$ cat config.mk
export PLATFORM = sky130hd
export DESIGN_NAME = uart_rxq
export DESIGN_NICKNAME = d
export VERILOG_FILES = /design/src/rtl/rxq_pkg.sv /design/src/rtl/rxq_mem.sv /design/src/rtl/rxq_ctrl.sv /design/src/rtl/rxq_stat.sv /design/src/rtl/uart_rxq.sv
export SDC_FILE = /design/constraint.sdc
export NUM_CORES = 1
export LEC_CHECK = 0
export ABC_AREA = 1
export BUFFER_PORTS_ARGS = -buffer_cell sky130_fd_sc_hd__buf_2
export CAP_MARGIN = 20
export CORE_ASPECT_RATIO = 1.1
export CORE_UTILIZATION = 47
export CTS_CLUSTER_SIZE = 16
export DETAILED_ROUTE_END_ITERATION = 16
export SLEW_MARGIN = 10
export SYNTH_ARGS = -nofsm -noshare
export SYNTH_HDL_FRONTEND = slang
export SYNTH_SLANG_ARGS = --single-unit
$ cat constraint.sdc
create_clock -name clk -period 3.55 [get_ports clk]
set_input_delay 0.1775 -clock clk [delete_from_list [all_inputs] [get_ports clk]]
set_output_delay 0.1775 -clock clk [all_outputs]
set_load 0.1 [all_outputs]
$ cat src/rtl/rxq_pkg.sv
package rxq_pkg;
  localparam int DATA_W  = 8;
  localparam int ERR_W   = 4;
  localparam int WORD_W  = DATA_W + ERR_W;
  localparam int BRK_IDX = 2;
  localparam logic [WORD_W-1:0] BRK_WORD = WORD_W'(1) << (DATA_W + BRK_IDX);
  typedef logic [WORD_W-1:0] rx_word_t;
  typedef logic [ERR_W-1:0]  rx_err_t;
endpackage

$ cat src/rtl/rxq_mem.sv
module rxq_mem
  import rxq_pkg::*;
#(
  parameter int DEPTH = 16,
  localparam int PTR_W = $clog2(DEPTH)
) (
  input  logic             clk,
  input  logic             wr_en,
  input  logic [PTR_W-1:0] wr_ptr,
  input  rx_word_t         wr_word,
  input  logic [PTR_W-1:0] rd_ptr,
  output rx_word_t         rd_word
);

  rx_word_t slot_w [DEPTH];

  for (genvar g = 0; g < DEPTH; g++) begin : g_slot
    rx_word_t slot_q;
    logic     slot_en;

    assign slot_en = wr_en && (wr_ptr == PTR_W'(g));

    always_ff @(posedge clk) begin
      if (slot_en) begin
        slot_q <= wr_word;
      end
    end

    assign slot_w[g] = slot_q;
  end

  assign rd_word = slot_w[rd_ptr];

endmodule

$ cat src/rtl/rxq_ctrl.sv
module rxq_ctrl #(
  parameter int DEPTH = 16,
  parameter int TRIG  = 1,
  localparam int PTR_W = $clog2(DEPTH),
  localparam int CNT_W = PTR_W + 1
) (
  input  logic             clk,
  input  logic             rst_n,
  input  logic             cfg_wr,
  input  logic             cfg_fifo_en,
  input  logic             pop,
  input  logic             push_vld,
  input  logic             brk_evt,
  output logic             mode_q,
  output logic             pop_ok,
  output logic             brk_ok,
  output logic             wr_en,
  output logic [PTR_W-1:0] wr_ptr,
  output logic [PTR_W-1:0] rd_ptr,
  output logic [CNT_W-1:0] cnt_q,
  output logic             irq_q,
  output logic             empty,
  output logic             full,
  output logic             can_accept
);

  logic             flush;
  logic             push_req;
  logic             take;
  logic [CNT_W-1:0] cnt_lim;
  logic [PTR_W-1:0] ptr_mask;
  logic [CNT_W-1:0] cnt_a;
  logic [CNT_W-1:0] cnt_b;
  logic [CNT_W-1:0] cnt_n;
  logic [PTR_W-1:0] rd_n;
  logic             irq_n;
  logic             ptr_en;
  logic             irq_en;

  // next-state logic: the read is applied before the push
  always_comb begin
    flush    = cfg_wr && (cfg_fifo_en != mode_q);
    pop_ok   = pop && !flush;
    brk_ok   = brk_evt && !mode_q && !flush;
    push_req = (push_vld && !flush) || brk_ok;
    cnt_lim  = mode_q ? CNT_W'(DEPTH) : CNT_W'(1);
    ptr_mask = mode_q ? PTR_W'(DEPTH - 1) : '0;
    take     = pop_ok && (cnt_q != '0);
    cnt_a    = take ? (cnt_q - CNT_W'(1)) : cnt_q;
    wr_en    = push_req && (cnt_a < cnt_lim);
    cnt_b    = wr_en ? (cnt_a + CNT_W'(1)) : cnt_a;
    wr_ptr   = (rd_ptr + cnt_q[PTR_W-1:0]) & ptr_mask;
    rd_n     = flush ? '0 : (take ? ((rd_ptr + PTR_W'(1)) & ptr_mask) : rd_ptr);
    cnt_n    = flush ? '0 : cnt_b;
    irq_n    = irq_q;
    if (pop_ok && (cnt_a == CNT_W'(TRIG - 1))) begin
      irq_n = 1'b0;
    end
    if (wr_en && (cnt_b == CNT_W'(TRIG))) begin
      irq_n = 1'b1;
    end
    ptr_en = flush || take || wr_en;
    irq_en = pop_ok || wr_en;
  end

  always_ff @(posedge clk or negedge rst_n) begin
    if (!rst_n) begin
      cnt_q  <= '0;
      rd_ptr <= '0;
    end else if (ptr_en) begin
      cnt_q  <= cnt_n;
      rd_ptr <= rd_n;
    end
  end

  always_ff @(posedge clk or negedge rst_n) begin
    if (!rst_n) begin
      mode_q <= 1'b0;
    end else if (cfg_wr) begin
      mode_q <= cfg_fifo_en;
    end
  end

  always_ff @(posedge clk or negedge rst_n) begin
    if (!rst_n) begin
      irq_q <= 1'b0;
    end else if (irq_en) begin
      irq_q <= irq_n;
    end
  end

  assign empty      = (cnt_q == '0);
  assign full       = (cnt_q == cnt_lim);
  assign can_accept = (cnt_q < cnt_lim);

endmodule

$ cat src/rtl/rxq_stat.sv
module rxq_stat
  import rxq_pkg::*;
#(
  parameter int LVL_W = 6,
  parameter logic [LVL_W-1:0] LVL_RST = 6'h12
) (
  input  logic             clk,
  input  logic             rst_n,
  input  logic             pop_ok,
  input  rx_err_t          head_err,
  input  logic             brk_ok,
  input  logic             stat_wr,
  input  logic             lvl_wr,
  input  logic [LVL_W-1:0] lvl_wdata,
  output rx_err_t          stat_q,
  output logic [LVL_W-1:0] lvl_q
);

  rx_err_t stat_n;
  logic    stat_en;

  always_comb begin
    stat_n = stat_q;
    if (pop_ok) begin
      stat_n = head_err;
    end
    if (brk_ok) begin
      stat_n[BRK_IDX] = 1'b1;
    end
    if (stat_wr) begin
      stat_n = '0;
    end
    stat_en = pop_ok || brk_ok || stat_wr;
  end

  always_ff @(posedge clk or negedge rst_n) begin
    if (!rst_n) begin
      stat_q <= '0;
    end else if (stat_en) begin
      stat_q <= stat_n;
    end
  end

  always_ff @(posedge clk or negedge rst_n) begin
    if (!rst_n) begin
      lvl_q <= LVL_RST;
    end else if (lvl_wr) begin
      lvl_q <= lvl_wdata;
    end
  end

endmodule

$ cat src/rtl/uart_rxq.sv
module uart_rxq
  import rxq_pkg::*;
#(
  parameter int DEPTH = 16,
  parameter int TRIG  = 1,
  parameter int LVL_W = 6,
  parameter logic [LVL_W-1:0] LVL_RST = 6'h12,
  localparam int PTR_W = $clog2(DEPTH),
  localparam int CNT_W = PTR_W + 1
) (
  input  logic              clk,
  input  logic              rst_n,
  input  logic              push_vld,
  input  logic [WORD_W-1:0] push_word,
  input  logic              brk_evt,
  input  logic              pop,
  output logic [WORD_W-1:0] pop_word,
  input  logic              cfg_wr,
  input  logic              cfg_fifo_en,
  input  logic              stat_wr,
  output logic [ERR_W-1:0]  stat_err,
  input  logic              lvl_wr,
  input  logic [LVL_W-1:0]  lvl_wdata,
  output logic [LVL_W-1:0]  lvl_sel,
  output logic              empty,
  output logic              full,
  output logic              can_accept,
  output logic              rx_irq
);

  logic             mode_q;
  logic             pop_ok;
  logic             brk_ok;
  logic             wr_en;
  logic [PTR_W-1:0] wr_ptr;
  logic [PTR_W-1:0] rd_ptr;
  logic [CNT_W-1:0] cnt_q;
  rx_word_t         wr_word;
  rx_word_t         head_word;

  rxq_ctrl #(.DEPTH(DEPTH), .TRIG(TRIG)) u_ctrl (
    .clk        (clk),
    .rst_n      (rst_n),
    .cfg_wr     (cfg_wr),
    .cfg_fifo_en(cfg_fifo_en),
    .pop        (pop),
    .push_vld   (push_vld),
    .brk_evt    (brk_evt),
    .mode_q     (mode_q),
    .pop_ok     (pop_ok),
    .brk_ok     (brk_ok),
    .wr_en      (wr_en),
    .wr_ptr     (wr_ptr),
    .rd_ptr     (rd_ptr),
    .cnt_q      (cnt_q),
    .irq_q      (rx_irq),
    .empty      (empty),
    .full       (full),
    .can_accept (can_accept)
  );

  // a break word takes the push slot
  assign wr_word = brk_ok ? BRK_WORD : push_word;

  rxq_mem #(.DEPTH(DEPTH)) u_mem (
    .clk    (clk),
    .wr_en  (wr_en),
    .wr_ptr (wr_ptr),
    .wr_word(wr_word),
    .rd_ptr (rd_ptr),
    .rd_word(head_word)
  );

  rxq_stat #(.LVL_W(LVL_W), .LVL_RST(LVL_RST)) u_stat (
    .clk      (clk),
    .rst_n    (rst_n),
    .pop_ok   (pop_ok),
    .head_err (head_word[WORD_W-1:DATA_W]),
    .brk_ok   (brk_ok),
    .stat_wr  (stat_wr),
    .lvl_wr   (lvl_wr),
    .lvl_wdata(lvl_wdata),
    .stat_q   (stat_err),
    .lvl_q    (lvl_sel)
  );

  assign pop_word = head_word;

endmodule

==> flow_summary.ini <==
[status]
outcome = finished, final reports clean

[yosys]
synthSimpleGateAreaFrac_pct = 14.22
synth.distinct_cells = 39
yosys_most_used_dff = edfxtp_1
synth-adder-area-share_pct = 1.606
synth.avg_cell_area_um2 = 11.91
synth_edf_count = 192
yosysWarningCount = 0
synth.most_common_cell = edfxtp_1
synth-compound-area-share_pct = 10.05
synthArstFlopShare_pct = 9.859
synth_top_family_by_area = simple AND/OR/NAND/NOR gates
yosys-top-cells-count = edfxtp_1 (192), nand2_1 (122), nor2_1 (93)
syn_nets = 797
ys_seq_elements = 213
synth_top_cell_by_area = edfxtp_1
synth_mux_area_share_pct = 0.7477
synthXorXnorAreaFrac_pct = 0.2908
synthTopCellsByArea = edfxtp_1 (64%), dfrtp_1 (5.3%), nand2_1 (5.1%), o21ai_0 (3.9%), nor2_1 (3.9%)
synth_top_area_share_pct = 63.81
ys_seq_area_share_pct = 69.65
syn_inst = 759
synth_area_um2 = 9036

[final_layout]
drive_gt1_share_pct = 19.33
fillCellCount = 1530
area_delta_synth_final_pct = 19.51
nNetsFinal = 887
diodes = 0
stdcell_count = 1107

[place]
portBuffers = 52
place_ws_ns = 0.2774
gp_congestion = 0.8885
dp.cells = 1058
dp_hpwl_um = 15020

[run]
drv_cap = 0

[critical_path]
timing.rr.start = u_ctrl.mode_q$_DFFE_PN0P_
startpoint = u_ctrl.mode_q$_DFFE_PN0P_
crit_arrival_ns = 3.52
path_class = reg -> reg
rr_endpoint = u_mem.g_slot[3].slot_q[0]$_DFFE_PP_
path_max_fanout = 8
startpoint_type = flip-flop
rr_worst_depth = 16
cp-endpoint = u_mem.g_slot[3].slot_q[0]$_DFFE_PP_
worstSetupEndpointType = flip-flop
r2r_slack_ns = 0.23
required_ns = 3.75

[sta]
fin_worst_skew_ns = 0.02085
period_needed_ns = 3.319
tightest_slew_ns = 1.029
grt_setup_unrepaired = no
setup_viol = 0
whs_ns = 0.01935
finalHoldViolCount = 0
slew_headroom_pct = 31.41
fin_ws_ns = 0.2306
fmax_ghz = 0.3013
period_share_pct = 93.50
fin_setup_tns_ns = 0
slew_violations = 0

[routing]
postRouteAntennaNets = 0
drc_errors = 0
wl_um = 22330
drt_iter0_markers = 528
dr.pass1.iters = 5
vias = 6242
routed_via_density = 5.639
post_drt_wl_per_cell_um = 20.17

[clocking]
root_buffer = clkbuf_16
cts_buffer_depth = 3
htree_levels = 1
clkSinkCount = 213
cts.reportedPaths.clkPinSlew_ns = 0.06
cts_tree = done
clock_latency_ns = 0.51
numCtsBuffers = 22

[floorplan]
fp.dieH_um = 147.4
io_pins = 53
fp.dieW_um = 134.2
initial_core_util_pct = 48.56
coreArea_um2 = 18610
placementRows = 52
dieArea_um2 = 19790

[global_route]
grt_pass1_vias = 6203
grt_antenna_before_repair = 0
grt_max_degree = 101
grt_util_all_layers_pct = 23.03
grt_pass1_wl_um = 34470
overflow = 0

[power_and_ir_drop]
finalPower_uw = 9097
cellPowerDensity_nw_per_um2 = 842.3
p_leak_uw = 0.004115
vdd_drop_max_mv = 0.6373

[worst_hold_path]
hold_path.class = in -> reg
## what timing repair did
item                       CTS  global route
gates resized for setup      0             1
setup buffers                0             0
hold buffers                10             0
hold endpoints to repair    29             0
setup endpoints to repair    0             9
## final cells by class
type	count	area (um^2)	area share [%]
timing repair buffer	101	833.3	7.716
inverter	47	178.9	1.657
clock inverter	16	185.2	1.715
sequential	213	6295	58.29
tap	243	304.0	2.815
clock buffer	23	554.3	5.133
multi-input combinational	464	2449	22.67
## registers in the layout (all words and copies together), names as in the netlist
name and count:
u_mem.g_slot.slot_q 192, u_ctrl.irq_q 1, u_stat.lvl_q 6, u_ctrl.rd_ptr 4
u_ctrl.cnt_q 5, u_stat.stat_q 4, u_ctrl.mode_q 1
## how the worst min path moves through the flow
| stage | startpoint | endpoint | cells past startpoint |
|---|---|---|---|
| global route | lvl_wr | u_stat.lvl_q[1]$_DFFE_PN1P_ | 2 |
| detailed placement | rst_n | u_stat.lvl_q[0]$_DFFE_PN0P_ | 1 |
| CTS | lvl_wr | u_stat.lvl_q[1]$_DFFE_PN1P_ | 2 |
| finish | lvl_wr | u_stat.lvl_q[1]$_DFFE_PN1P_ | 2 |
| global placement | rst_n | u_stat.lvl_q[3]$_DFFE_PN0P_ | 1 |
| floorplan | rst_n | u_ctrl.cnt_q[0]$_DFFE_PN0P_ | 0 |
## through the flow
step	util, %	instance area (um^2)
2_1_floorplan	-	9042
3_3_place_gp	53.51	9957
3_5_place_dp	53.51	9957
4_1_cts	58.02	10800
5_1_grt	58.04	10800
6_report	58.04	10800
## critical path, cell delays in order, from the launching register on
cell and delay, ns:
dfrtp_1 0.54, nand2_2 0.13, nand2_1 0.13, nor2_4 0.07, nor2_2 0.15, inv_1 0.10, o21ai_1 0.20, inv_1 0.08
ha_1 0.19, a21o_1 0.17, or2_2 0.28, nand2_2 0.12, nand2_4 0.08, inv_4 0.12, nand4_2 0.20, nor2_1 0.24
buf_4 0.21
## where the power goes
part	internal (uW)	switching (uW)
registers	2950	98.9
clock network	1420	916
logic	1010	2700
## layer usage
metal / up-vias / routed length, um / track usage, % / share of wire (%)
li1: 2925 / - / - / -
met4: 0 / 527 / 6.685 / 2.4
met1: 3041 / 9770 / 31.23 / 44
met3: 42 / 1118 / 3.086 / 5.0
met5: - / 0 / 0 / 0
met2: 234 / 10910 / 38.91 / 49
## cells in the final DEF (no fill, tap or decap), drive strengths merged, types with 10 or more instances in the layout
cell	synthesis	layout
inv	44	45
buf	3	91
a221oi	14	14
ha	10	10
dlygate4sd3	0	10
edfxtp	192	192
o221ai	10	10
nand4	20	20
o21ai	72	72
o22ai	15	15
nor2	96	96
dfrtp	19	19
clkinv	3	14
nand2	130	130
nand3	34	34
clkbuf	32	23
a21oi	37	37
## cells by family (layout without fill, tap and decap cells)
kind of cell	count (synthesis)	count (layout)
xor+xnor	3	3
simple gates	290	290
mux	6	6
flops	213	213
compound gates	154	154
buf+inv	82	187
fa+ha+maj	11	11
(Power assumes the default switching activity.)
